[src/rtl/exc_arb_pkg.sv]
package exc_arb_pkg;

    localparam int unsigned NSRC    = 11;
    localparam int unsigned LVL_W   = 3;
    localparam int unsigned TRAPN_W = 4;
    localparam int unsigned VEC_W   = 8;

    localparam logic [VEC_W-1:0] IRQ_VEC_BASE  = 8'd24;
    localparam logic [VEC_W-1:0] TRAP_VEC_BASE = 8'd32;

    typedef enum logic [3:0] {
        SRC_RST     = 4'd0,
        SRC_BUSERR  = 4'd1,
        SRC_ALIGN   = 4'd2,
        SRC_TRACE   = 4'd3,
        SRC_IRQ     = 4'd4,
        SRC_UNDEF   = 4'd5,
        SRC_PRIV    = 4'd6,
        SRC_TRAP    = 4'd7,
        SRC_OVF     = 4'd8,
        SRC_BOUNDS  = 4'd9,
        SRC_ZDIV    = 4'd10
    } exc_src_e;

    typedef logic [NSRC-1:0] src_vec_t;

    typedef struct packed {
        logic              busy;
        src_vec_t          win;
        logic [VEC_W-1:0]  vnum;
    } grant_state_t;

    function automatic logic [VEC_W-1:0] src_vector(
        input exc_src_e           s,
        input logic [LVL_W-1:0]   lvl,
        input logic               spur,
        input logic [TRAPN_W-1:0] tnum
    );
        logic [VEC_W-1:0] v;
        case (s)
            SRC_RST:    v = 8'd0;
            SRC_BUSERR: v = 8'd2;
            SRC_ALIGN:  v = 8'd3;
            SRC_TRACE:  v = 8'd9;
            SRC_IRQ:    v = spur ? IRQ_VEC_BASE : IRQ_VEC_BASE + VEC_W'(lvl);
            SRC_UNDEF:  v = 8'd4;
            SRC_PRIV:   v = 8'd8;
            SRC_TRAP:   v = TRAP_VEC_BASE + VEC_W'(tnum);
            SRC_OVF:    v = 8'd7;
            SRC_BOUNDS: v = 8'd6;
            SRC_ZDIV:   v = 8'd5;
            default:    v = '0;
        endcase
        return v;
    endfunction

endpackage

[src/rtl/exc_pend_reg.sv]
module exc_pend_reg
    import exc_arb_pkg::*;
(
    input  logic     clk,
    input  logic     rst,
    input  src_vec_t set_i,
    input  src_vec_t clr_i,
    output src_vec_t pend_o
);

    // Pending store: new pulses OR in, the latched winner drops out.
    always_ff @(posedge clk) begin
        if (rst) begin
            pend_o <= '0;
        end else begin
            pend_o <= (pend_o | set_i) & ~clr_i;
        end
    end

endmodule

[src/rtl/exc_prio_sel.sv]
module exc_prio_sel
    import exc_arb_pkg::*;
(
    input  src_vec_t         pend_i,
    input  logic [LVL_W-1:0] irq_level_i,
    input  logic [LVL_W-1:0] irq_mask_i,
    output src_vec_t         sel_o,
    output logic             any_o
);

    src_vec_t elig;

    // Interrupt is gated by the level/mask comparison; all others pass.
    always_comb begin
        elig = pend_i;
        elig[int'(SRC_IRQ)] = pend_i[int'(SRC_IRQ)] & (irq_level_i > irq_mask_i);
    end

    // Bit order is priority order: lowest eligible index wins.
    for (genvar i = 0; i < NSRC; i++) begin : g_pick
        if (i == 0) begin : g_head
            assign sel_o[i] = elig[i];
        end else begin : g_tail
            assign sel_o[i] = elig[i] & ~(|elig[i-1:0]);
        end
    end

    assign any_o = |elig;

    // the chain never picks more than one source, and picks one when any is eligible
    always_comb begin
        a_r4_single_pick: assert (any_o ? $onehot(sel_o) : (sel_o == '0));
    end

endmodule

[src/rtl/exc_vec_enc.sv]
module exc_vec_enc
    import exc_arb_pkg::*;
(
    input  src_vec_t           sel_i,
    input  logic [LVL_W-1:0]   irq_level_i,
    input  logic               irq_spurious_i,
    input  logic [TRAPN_W-1:0] trap_num_i,
    output logic [VEC_W-1:0]   vnum_o
);

    always_comb begin
        vnum_o = '0;
        for (int i = 0; i < NSRC; i++) begin
            if (sel_i[i]) begin
                vnum_o |= src_vector(exc_src_e'(4'(i)), irq_level_i,
                                     irq_spurious_i, trap_num_i);
            end
        end
    end

endmodule

[src/rtl/exc_grp_arbiter.sv]
module exc_grp_arbiter
    import exc_arb_pkg::*;
(
    input  logic               clk,
    input  logic               rst,
    input  logic [NSRC-1:0]    exc_req,
    input  logic [LVL_W-1:0]   irq_level,
    input  logic [LVL_W-1:0]   irq_mask,
    input  logic               irq_spurious,
    input  logic [TRAPN_W-1:0] trap_num,
    input  logic               ack,
    output logic               grant,
    output logic [NSRC-1:0]    win_src,
    output logic [VEC_W-1:0]   vec_num
);

    src_vec_t         pend;
    src_vec_t         sel;
    src_vec_t         clr;
    logic             any;
    logic             take;
    logic [VEC_W-1:0] vnum;
    grant_state_t     st;

    exc_pend_reg u_pend (
        .clk    (clk),
        .rst    (rst),
        .set_i  (exc_req),
        .clr_i  (clr),
        .pend_o (pend)
    );

    exc_prio_sel u_sel (
        .pend_i      (pend),
        .irq_level_i (irq_level),
        .irq_mask_i  (irq_mask),
        .sel_o       (sel),
        .any_o       (any)
    );

    exc_vec_enc u_vec (
        .sel_i          (sel),
        .irq_level_i    (irq_level),
        .irq_spurious_i (irq_spurious),
        .trap_num_i     (trap_num),
        .vnum_o         (vnum)
    );

    assign take = !st.busy && any;
    assign clr  = take ? sel : '0;

    always_ff @(posedge clk) begin
        if (rst) begin
            st <= '0;
        end else if (take) begin
            st.busy <= 1'b1;
            st.win  <= sel;
            st.vnum <= vnum;
        end else if (st.busy && ack) begin
            st <= '0;
        end
    end

    assign grant   = st.busy;
    assign win_src = st.win;
    assign vec_num = st.vnum;

    // exactly one winner bit while granted, none otherwise
    a_r12_onehot_win: assert property (@(posedge clk) disable iff (rst)
        grant ? $onehot(win_src) : (win_src == '0));

    // the latched winner is frozen until acknowledged
    a_r9_hold: assert property (@(posedge clk) disable iff (rst)
        (grant && !ack) |=> (grant && $stable(win_src) && $stable(vec_num)));

    // acknowledge releases the grant on the next edge
    a_r9_release: assert property (@(posedge clk) disable iff (rst)
        (grant && ack) |=> !grant);

    // a pending first-group reset request always takes the next grant
    a_r2_reset_first: assert property (@(posedge clk) disable iff (rst)
        ($rose(grant) && $past(pend[int'(SRC_RST)])) |-> win_src[int'(SRC_RST)]);

    // an interrupt is only granted when its level exceeded the mask
    a_r5_irq_gate: assert property (@(posedge clk) disable iff (rst)
        ($rose(grant) && win_src[int'(SRC_IRQ)]) |-> ($past(irq_level) > $past(irq_mask)));

endmodule

[config.mk]
export PLATFORM = sky130hd
export DESIGN_NAME = exc_grp_arbiter
export DESIGN_NICKNAME = d
export VERILOG_FILES = /design/src/rtl/exc_arb_pkg.sv /design/src/rtl/exc_pend_reg.sv /design/src/rtl/exc_prio_sel.sv /design/src/rtl/exc_vec_enc.sv /design/src/rtl/exc_grp_arbiter.sv
export SDC_FILE = /design/constraint.sdc
export NUM_CORES = 1
export LEC_CHECK = 0
export BUFFER_PORTS_ARGS = -buffer_cell sky130_fd_sc_hd__buf_4
export CELL_PAD_IN_SITES_DETAIL_PLACEMENT = 0
export CELL_PAD_IN_SITES_GLOBAL_PLACEMENT = 1
export CORE_MARGIN = 5
export CORE_UTILIZATION = 36
export DETAILED_ROUTE_END_ITERATION = 8
export GPL_TIMING_DRIVEN = 0
export PLACE_DENSITY_LB_ADDON = 0.1
export SETUP_SLACK_MARGIN = 0.15
export SYNTH_ARGS = -nofsm -noshare
export SYNTH_HDL_FRONTEND = slang
export SYNTH_SLANG_ARGS = --single-unit
[constraint.sdc]
create_clock -name clk -period 2.4 [get_ports clk]
set_input_delay 0.12 -clock clk [delete_from_list [all_inputs] [get_ports clk]]
set_output_delay 0.12 -clock clk [all_outputs]
set_load 0.01 [all_outputs]
### After elaboration in Yosys (flattened, before gate mapping)

Cells that the tools add are included.

| cells by class | value |
|---|---|
| add/sub/neg operators | 2 |
| $lt $le $gt $ge | 1 |
| multiplexer cells | 23 |
| bitwise operators | 33 |
| reductions and logical operators | 14 |

Operators with widths:

| operator | count |
|---|---|
| two-way mux 8 bit | 19 |
| OR 8 bit | 8 |
| two-way mux 20 bit | 2 |
| bitwise AND 1 bit | 11 |
| bitwise AND 11 bit | 1 |
| two-way mux 11 bit | 1 |
| inverter 11 bit | 1 |
| OR 11 bit | 1 |
| OR reduction 11 bit | 1 |
| inverter 1 bit | 10 |
| OR reduction 10 bit | 1 |
| OR reduction 9 bit | 1 |
| OR 2 x 8 -> 8 bit | 1 |
| OR reduction 8 bit | 1 |
| adder 6 x 4 -> 7 bit, first input constant | 1 |
| OR reduction 7 bit | 1 |
| adder 5 x 3 -> 6 bit, first input constant | 1 |
| OR reduction 6 bit | 1 |
| OR reduction 5 bit | 1 |
| OR reduction 4 bit | 1 |
| greater-than comparator 3 bit | 1 |
| OR reduction 3 bit | 1 |
| logical AND 1 bit | 2 |
| two-way mux 2 bit | 1 |
| 3 further kinds | 3 |

| word-level totals | value |
|---|---|
| register bits after elaboration | 31 |
| input port bits | 25 |
| logic and storage cells | 77 |

### Logic depth before layout (Yosys ltp)

| depth | value |
|---|---|
| depth in word-level cells | 23 |
| depth in mapped cells | 9 |
| depth with buffers taken out | 8 |

### Hierarchy

Synthesis repeated with hierarchy kept, for this count alone.

| unflattened totals | value |
|---|---|
| cell total of the unflattened synthesis | 199 |
| area, all modules | 1,863.0 sq um |

Modules (own cells, without submodules):

| module | instances | cells each | area an instance (sq um) | sequential area each (sq um) |
|---|---|---|---|---|
| exc_grp_arbiter | 1 | 112 | 1,133.6 | 400.4 |
| exc_pend_reg | 1 | 34 | 384.1 | 220.2 |
| exc_prio_sel | 1 | 35 | 232.7 | 0.0 |
| exc_vec_enc | 1 | 18 | 112.6 | 0.0 |

### Worst setup path after synthesis

No wires, ideal clock.

| timing | value |
|---|---|
| path kind | reg2reg |
| start point | register u_pend.pend_o[7] |
| end point | register st (netlist bit win_src[4]) |
| data arrival time | 1.896 ns |
| data required time | 2.283 ns |
| path slack | 0.387 ns |
| stages on the path, launching flop included | 8 |
| buffers on the path | 2 |
| cells stage by stage | dfxtp_1 buf_6 nor4_4 and2b_1 or4b_4 and2_1 buf_6 a32o_2 |

| between the ends | value |
|---|---|
| longest elaborated chain between the ends | 3 |

RTL lines:

| element | RTL line | RTL |
|---|---|---|
| start, declared | exc_pend_reg.sv:8 | `output src_vec_t pend_o` |
| start signal, assigned | exc_pend_reg.sv:16 | `pend_o <= (pend_o \| set_i) & ~clr_i;` |
| OR reduction 11 bit * | exc_prio_sel.sv:28 | `assign any_o = \|elig;` |
| logical AND 1 bit * | exc_grp_arbiter.sv:49 | `assign take = !st.busy && any;` |
| two-way mux 20 bit / nonzero test 2 bit (equally long branches) | n/a |  |
| end, declared | exc_grp_arbiter.sv:23 | `grant_state_t st;` |

Every way passes the cells marked *; elsewhere a longest branch is shown, timed or not.
A chain may end at the register's enable or synchronous reset.

### Worst setup path in the final report

| timing | value |
|---|---|
| start point | register u_pend.pend_o[7] |
| end point | register st (netlist bit win_src[1]) |

The elaborated chain is that of the path after synthesis.

==> metrics.txt <==
Mapped Avg Cell Area=9.38 µm²; Post-Synth XOR/XNOR Area=0%; Final Worst Setup Slack=273 ps; Synth cell types=34; PwrDens=533 nW/µm²; Worst-path clk slew=160 ps; setup_tns=0 ps; total power=0.916 mW; DRT antenna net count=0; mux cell area share after synthesis=1.57%; WP data required=2650 ps; Synth Instances=136; Clock Latency Late Sink=330 ps; CP startpoint kind=flop; Die H=69.5 µm; Die Footprint=4840 µm²; CP endpoint kind=flop; Crit Path Class=flop to flop; largest net degree at the start of global routing=16; Hold Crit Endpoint=u_pend.pend_o[0]; Via density=5.13; post-route design area=1720 µm²; r2r worst-path depth=7; worst min-delay path category=input pin to flop; share of cells above drive strength 1=34.2%; post-synthesis register bit count=27; GR Util All Layers=14.2%; largest family of logic cells by synthesized area=compound AO/OA/AOI/OAI gates; Starting DRT DRC Count=32; Worst Min Path Start=exc_req[0]; area leader, netlist=dfxtp_1; fin crit share=88.6%; Area Overhead vs Synth=34.6%; switching share of power=30.0%; Layout Cells excl Fill=233; Pleak=0.776 nW; DRC Markers=0; Rel. slew slack=57.9%; Buffers on Ports=42; Die W=69.5 µm; # IOs=45; Critical Path Fanout Max=9; top cell type's share of synthesized area=42.4%; Final min period=2130 ps; Comb pwr share=22.5%; Starting Density=37.7%; sw power=0.275 mW; fmax=0.470 GHz; Sequential Power Share=54.9%; clk_skew=4.56 ps; Synth Area in Compound Gates=25.2%; status=completed; CTS sink count=27; vias in the first global route=1185; RR Startpoint=u_pend.pend_o[7]; CTS buffer count=3; r2r endpoint=win_src[1]; hold_ws=6.77 ps; CTS root buffer=clkbuf_4; final net count=216; CORE AREA=3390 µm²; FP Rows=21; part of the power in the clock network=22.6%; global placer's final weighted congestion=0.775; Placed Area=1650 µm²; cell internal pwr=0.641 mW; Final Hold Viols=0; via count=1195; yosys warns=0; Max VDD drop=0.000272 V; Inserted Diodes=0; dpl ws=73.9 ps; adder-cell share of the synthesized area=2.94%; Worst Hold Depth=3; first-pass GRT wire length=5590 µm; Max Root-Sink Buffers=2; endpoints failing setup=0; post-synthesis sequential area ratio=42.4%; total grt overflow=0; CTS tree=yes; DP Cell Count=225; Max Slew Vio Count=0; R2R setup slack=270 ps; RSZ-0062 raised after global routing=no; max-cap violations=0; actual slew at the worst max-slew pin=626 ps; DRT Pass-1 Iters=4; WL/cell=14.2 µm; Worst EP arrival=2380 ps; initial antenna violation count=0; Netlist Area Pre-Place=1280 µm²; Synth area leaders=dfxtp_1 42%, nor2_1 7.1%, a311oi_1 5.5%, a32o_2 3.5%, a22o_1 3.4%; Simple-Gate Fraction of Synth Area=19.3%; drt total wl=3310 µm; H-tree depth=1; Final HPWL DP=2570 µm; final core utilization=50.7%
[cell usage in the layout (no fill, tap or decap), types with 4 or more instances in the layout]
master,count
nor2_1,23
dfxtp_1,27
nor3_1,5
a22o_1,5
nand2_1,6
inv_1,7
buf_4,48
a32o_2,4
a211oi_1,4
a311oi_1,8
[cell families (layout without fill, tap and decap cells)]
logic type / after synthesis / in the layout
and+or+nand+nor: 49 / 49
AOI/OAI and AO/OA: 36 / 36
DFF: 27 / 27
buffers and inverters: 18 / 68
adders and majority gates: 3 / 3
muxes: 2 / 2
other: 1 / 2
[cell usage after synthesis (all sizes together)]
master	count
a211oi	4
a21oi	1
a221o	1
a22o	5
a311oi	8
a32o	7
and2	2
and2b	1
and3	1
buf	8
clkbuf	3
conb	1
dfxtp	27
ha	3
inv	7
mux2i	2
nand2	6
nand2b	1
nand3	2
nor2	24
nor2b	2
nor3	5
nor4	2
o21ai	3
o221ai	2
o2bb2ai	3
o31ai	2
or3	2
or4b	1
[worst max path at each step]
stage	from	endpoint	slack (ps)	cells past startpoint
after floorplan	u_pend.pend_o[7]	win_src[4]	390	7
after global placement	irq_level[1]	vec_num[0]	130	9
after detailed placement	irq_level[1]	vec_num[0]	70	9
after CTS	u_pend.pend_o[0]	win_src[8]	160	7
after global routing	u_pend.pend_o[7]	win_src[2]	160	7
final	u_pend.pend_o[7]	win_src[1]	270	7
[critical path, cell delays in order, from the launching register on]
cell and delay, ps:
dfxtp_1 340, buf_6 140, nor4_4 300, and2b_1 190, or4b_4 500, and2_1 190, buf_6 130, a32o_2 260
[per-layer routing]
metal / up-vias / wire (µm) / track usage, %
met4: 0 / 44 / 5.21
met5: - / 0 / 0
met2: 32 / 1430 / 23.0
met1: 552 / 1640 / 18.5
met3: 5 / 187 / 3.04
li1: 606 / - / -
[repair_timing]
item / 4_1_cts / 5_1_grt
buffers inserted: 0 / 2
hold endpoints to repair: 1 / 0
setup endpoints to repair: 0 / 10
hold buffers: 2 / 0
resized for setup: 0 / 1
[cell type report]
class / count / area (µm²)
buffer: 11 / 80.1
clock buffer: 3 / 22.5
clock inverter: 1 / 5.00
fill: 352 / 1670
inverter: 7 / 26.3
multi-input combinational: 92 / 636
sequential: 27 / 541
tap: 46 / 57.6
timing repair buffer: 46 / 350
[power groups by stage]
stage	Clock, mW	Combinational, mW	Sequential [mW]
CTS	0.210	0.204	0.503
global route	0.233	0.230	0.508
finish	0.207	0.206	0.503
global placement	0	0.199	0.511
detailed placement	0	0.202	0.512
floorplan	0	0.117	0.511
[state kept, by name (all words and copies together), names as in the netlist]
signal         flops
vec_num            4
win_src           11
grant              1
u_pend.pend_o     11
(Power assumes the default switching activity.)
